<file path="config.mk">
export PLATFORM = sky130hd
export DESIGN_NAME = frame_whitener
export DESIGN_NICKNAME = d
export VERILOG_FILES = /design/src/rtl/whiten_pkg.sv /design/src/rtl/whiten_seqgen.sv /design/src/rtl/whiten_framer.sv /design/src/rtl/whiten_mix.sv /design/src/rtl/frame_whitener.sv
export SDC_FILE = /design/constraint.sdc
export NUM_CORES = 1
export LEC_CHECK = 0
export ABC_AREA = 1
export CAP_MARGIN = 20
export CORE_AREA = 2 2 50 52
export DETAILED_ROUTE_END_ITERATION = 7
export DIE_AREA = 0 0 52 54
export PLACE_DENSITY = 0.66
export SYNTH_ARGS = -nofsm -noshare
export SYNTH_HDL_FRONTEND = slang
export SYNTH_SLANG_ARGS = --single-unit
export TNS_END_PERCENT = 1
</file>
<file path="constraint.sdc">
create_clock -name clk -period 1.1 [get_ports clk]
set_input_delay 0.275 -clock clk [delete_from_list [all_inputs] [get_ports clk]]
set_output_delay 0.275 -clock clk [all_outputs]
set_load 0.05 [all_outputs]
</file>
<file path="src/rtl/whiten_pkg.sv">
package whiten_pkg;

  localparam int unsigned SEQ_W    = 8;
  localparam int unsigned NUM_POLY = 2;

  typedef enum logic [0:0] {
    POLY_TLM  = 1'b0,
    POLY_TCMD = 1'b1
  } poly_e;

  typedef enum logic [1:0] {
    PH_HUNT = 2'd0,
    PH_MARK = 2'd1,
    PH_DATA = 2'd2
  } phase_e;

  // Tap masks over the window s[i] = a(n+i); feedback is the XOR of masked bits.
  localparam logic [SEQ_W-1:0] TAPS_TLM  = 8'b1010_1001;
  localparam logic [SEQ_W-1:0] TAPS_TCMD = 8'b0101_1111;

  localparam logic [NUM_POLY*SEQ_W-1:0] TAP_SET = {TAPS_TCMD, TAPS_TLM};

endpackage

</file>
<file path="src/rtl/whiten_seqgen.sv">
module whiten_seqgen #(
  parameter int unsigned W   = 8,
  parameter int unsigned NP  = 2,
  parameter logic [NP*W-1:0] TAPS = '1,
  localparam int unsigned SEL_W = (NP > 1) ? $clog2(NP) : 1
) (
  input  logic             clk,
  input  logic             rst_n,
  input  logic             load,
  input  logic             step,
  input  logic [SEL_W-1:0] sel,
  output logic [W-1:0]     state
);

  logic [W-1:0]  state_q;
  logic [NP-1:0] fb;

  for (genvar p = 0; p < NP; p++) begin : g_fb
    assign fb[p] = ^(state_q & TAPS[p*W +: W]);
  end

  always_ff @(posedge clk or negedge rst_n) begin
    if (!rst_n) begin
      state_q <= '1;
    end else if (load) begin
      state_q <= '1;
    end else if (step) begin
      state_q <= {fb[sel], state_q[W-1:1]};
    end
  end

  assign state = state_q;

endmodule

</file>
<file path="src/rtl/whiten_framer.sv">
module whiten_framer
  import whiten_pkg::*;
#(
  parameter int unsigned MARK_LEN = 32,
  localparam int unsigned CNT_W = $clog2(MARK_LEN + 1)
) (
  input  logic  clk,
  input  logic  rst_n,
  input  logic  beat,
  input  logic  sof,
  input  poly_e mode_in,
  output logic  is_marker,
  output logic  is_data,
  output logic  synced,
  output logic  load,
  output logic  step,
  output poly_e mode
);

  phase_e           ph_q;
  logic [CNT_W-1:0] left_q;
  poly_e            mode_q;

  always_comb begin
    is_marker = sof || (ph_q == PH_MARK);
    is_data   = !sof && (ph_q == PH_DATA);
    load      = beat && sof;
    step      = beat && is_data;
  end

  always_ff @(posedge clk or negedge rst_n) begin
    if (!rst_n) begin
      ph_q   <= PH_HUNT;
      left_q <= '0;
      mode_q <= POLY_TLM;
    end else if (beat) begin
      if (sof) begin
        mode_q <= mode_in;
        left_q <= CNT_W'(MARK_LEN - 1);
        ph_q   <= (MARK_LEN > 1) ? PH_MARK : PH_DATA;
      end else if (ph_q == PH_MARK) begin
        if (left_q == CNT_W'(1)) begin
          ph_q <= PH_DATA;
        end
        left_q <= left_q - CNT_W'(1);
      end
    end
  end

  assign synced = (ph_q != PH_HUNT);
  assign mode   = mode_q;

endmodule

</file>
<file path="src/rtl/whiten_mix.sv">
module whiten_mix (
  input  logic data_in,
  input  logic seq_in,
  input  logic apply,
  output logic data_out
);

  assign data_out = data_in ^ (seq_in & apply);

endmodule

</file>
<file path="src/rtl/frame_whitener.sv">
module frame_whitener
  import whiten_pkg::*;
#(
  parameter int unsigned MARK_LEN = 32
) (
  input  logic clk,
  input  logic rst_n,
  input  logic mode_sel,
  input  logic bypass,
  input  logic in_valid,
  output logic in_ready,
  input  logic in_bit,
  input  logic in_sof,
  output logic out_valid,
  input  logic out_ready,
  output logic out_bit,
  output logic out_sof
);

  logic             beat;
  logic             is_marker;
  logic             is_data;
  logic             synced;
  logic             seq_load;
  logic             seq_step;
  poly_e            mode_q;
  logic [SEQ_W-1:0] seq_q;
  logic             apply;

  assign in_ready  = out_ready;
  assign out_valid = in_valid;
  assign out_sof   = in_sof;
  assign beat      = in_valid && out_ready;

  whiten_framer #(
    .MARK_LEN (MARK_LEN)
  ) framer_i (
    .clk       (clk),
    .rst_n     (rst_n),
    .beat      (beat),
    .sof       (in_sof),
    .mode_in   (poly_e'(mode_sel)),
    .is_marker (is_marker),
    .is_data   (is_data),
    .synced    (synced),
    .load      (seq_load),
    .step      (seq_step),
    .mode      (mode_q)
  );

  whiten_seqgen #(
    .W    (SEQ_W),
    .NP   (NUM_POLY),
    .TAPS (TAP_SET)
  ) seqgen_i (
    .clk   (clk),
    .rst_n (rst_n),
    .load  (seq_load),
    .step  (seq_step),
    .sel   (mode_q),
    .state (seq_q)
  );

  assign apply = is_data && !bypass;

  whiten_mix mix_i (
    .data_in  (in_bit),
    .seq_in   (seq_q[0]),
    .apply    (apply),
    .data_out (out_bit)
  );

endmodule

</file>
==> out/qor.yml <==
dieArea_mm2: 0.002808
fmax_ghz: 0.5666
via_per_inst: 4.599
synth_top_area_share_pct: 22.96
power.total_mw: 1.527
routabilityCongestion: 0.8169
dieWidth_um: 52
synthMuxAreaShare_pct: 0
synth-adder-area-share_pct: 2.551
port_buffers: 11
num_rows: 18
hold_viol: 0
cts_tree: "built"
r2r_slack_ns: -0.15
status: "finished with violations"
postCtsSetupRepairBufs: 0
fill_cells: 213
root_buffer: "clkbuf_4"
htree_levels: 1
synthDistinctLibCells: 20
hold_class: "primary input to async pin"
final_util_pct: 59.82
final_common_cell: "nand2_1"
violations: "setup timing"
synth_area_leaders: "dfrtp_1 23%, dfstp_2 21%, nand2_1 16%"
coreArea_mm2: 0.002320
clk_latency_ns: 0.29
clk_pin_slew_worst_paths_ns: 0.10
mostFrequentLayoutCells: "40 x nand2_1, 18 x inv_1, 16 x buf_4"
rsz0062_at_grt: "yes"
hold_buffers: 0
tns_ns: -2.088
io_pins: 12
syn_area_per_cell_um2: 7.604
synthSimpleGateAreaFrac_pct: 26.15
detail-route-antenna-nets: 0
final.setup_skew_ns: 0.003397
fp.dieH_um: 54
start_util_pct: 42.29
post_drt_wl_per_cell_um: 10.31
fin_ws_ns: -0.6650
vias: 883
dr.pass1.iters: 3
setup_viol: 17
arrival_ns: 1.49
syn_area_um2: 980.9
power_density_mw_per_mm2: 1100
synth_compound_area_share_pct: 13.27
yosys_warnings: 0
slew_headroom_pct: 82.17
synth_xor_area_share_pct: 1.786
postLayoutCellArea_mm2: 0.001388
grt-ovfl-total: 0
grt_pass1_vias: 911
path_class: "flip-flop to output pin"
finalMaxSlewViolations: 0
dp_hpwl_mm: 1.602
synth_cells: 129
routed_wl_mm: 1.979
cp_max_fo: 3
layout-drive-gt1-share_pct: 32.10
period_needed_ns: 1.765
syn_nets: 139
grt_usage_pct: 17.71
dpl_cell_area_mm2: 0.001343
required_ns: 0.82
cts_buffers: 3
syn_to_final_growth_pct: 41.45
synth_top_family_by_area: "simple AND/OR/NAND/NOR gates"
p_leak_nw: 0.7484
antenna_found_initial: 0
ys_seq_elements: 17
irDropWorstVdd_v: 0.0007114
seq_area_frac_synth_pct: 44.39
diodes: 0
drv_cap: 0
endpoint_kind: "output pin"
worst_pin_slew_ns: 0.2654
grt_pass1_wl_mm: 3.560
nets: 173
grt_max_degree: 18
cts_num_sinks: 17
yosys.area.top_type: "dfrtp_1"
post-route-drc-count: 0
crit_path_start_kind: "flip-flop"
clk_path_buf_depth: 2
fin_crit_sh_pct: 160.5
drtIter0Drc: 10
## worst max-delay path, stage by stage (launching register included)
cell	delay (ns)
dfrtp_1	0.42
nor3_2	0.19
nand2_1	0.11
nor2_4	0.15
xor2_4	0.17
buf_12	0.15
## per-layer routing
metal | track usage (%) | routed length (um) | vias to the layer above
met1 | 16.93 | 782 | 405
met4 | 7.895 | 37 | 0
met2 | 36.08 | 1119 | 6
met3 | 3.333 | 40 | 5
li1 | - | - | 467
met5 | 0 | 0 | -
## cell type report
class / instances / area (um^2) / share of cell area [%]
Inverter: 25 / 93.84 / 6.763
Sequential cell: 17 / 435.4 / 31.38
Multi-Input combinational cell: 84 / 461.7 / 33.27
Tap cell: 30 / 37.54 / 2.705
Clock buffer: 3 / 22.52 / 1.623
Timing Repair Buffer: 32 / 331.6 / 23.90
Clock inverter: 1 / 5.005 / 0.3607
## per-stage QoR
stage | hold slack, ns | std cells | setup slack (ns)
2_1_floorplan | -0.02059 | 129 | -0.3182
3_3_place_gp | 0.4721 | 188 | -0.6632
3_5_place_dp | 0.4920 | 188 | -0.6984
4_1_cts | 0.3034 | 192 | -0.6986
5_1_grt | 0.3046 | 192 | -0.7589
6_report | 0.3107 | 192 | -0.6650
## flip-flops by register name, indices dropped and copies added (netlist names)
name,count
seqgen_i.state,8
framer_i.ph_q,2
framer_i.left_q,6
framer_i.mode,1
## kinds of logic after synthesis
| group | count (synthesis) |
|---|---|
| xor+xnor | 2 |
| simple gates | 61 |
| fa+ha+maj | 2 |
| flops | 17 |
| compound gates | 19 |
| buf+inv | 28 |
## repair_timing
action	in CTS	in global routing
resized for setup	11	1
setup endpoints to repair	21	18
endpoints found under the hold margin	0	0
pin swaps	1	0
## path summary, 6_finish.rpt
| check | from | endpoint | cells after the start |
|---|---|---|---|
| setup / recovery | framer_i.ph_q[0] | out_bit | 5 |
| hold / removal | rst_n | framer_i.ph_q[0] | 2 |
| setup reg to reg | framer_i.ph_q[1] | framer_i.left_q[4] | 9 |
| hold reg to reg | framer_i.left_q[4] | framer_i.left_q[4] | 2 |
| max in group asynchronous | rst_n | seqgen_i.state[1] | 2 |
| min in group clk | in_sof | framer_i.left_q[0] | 4 |
## report_power, final
group / total, mW / switching (mW) / internal, mW
sequential: 0.762 / 0.0539 / 0.708
clock: 0.337 / 0.201 / 0.135
combinational: 0.428 / 0.227 / 0.201
total: 1.53 / 0.482 / 1.04
## synth_stat cells, drive strengths merged
library cell and count:
a22oi 7, buf 3, o21ai 7, nor3 2
a21boi 1, dfstp 8, xor2 1, dfrtp 9
nand3 6, nand2 41, nor2 10, nand4 2
xnor2 1, a21oi 4, ha 2, inv 25
(Power assumes the default switching activity.)
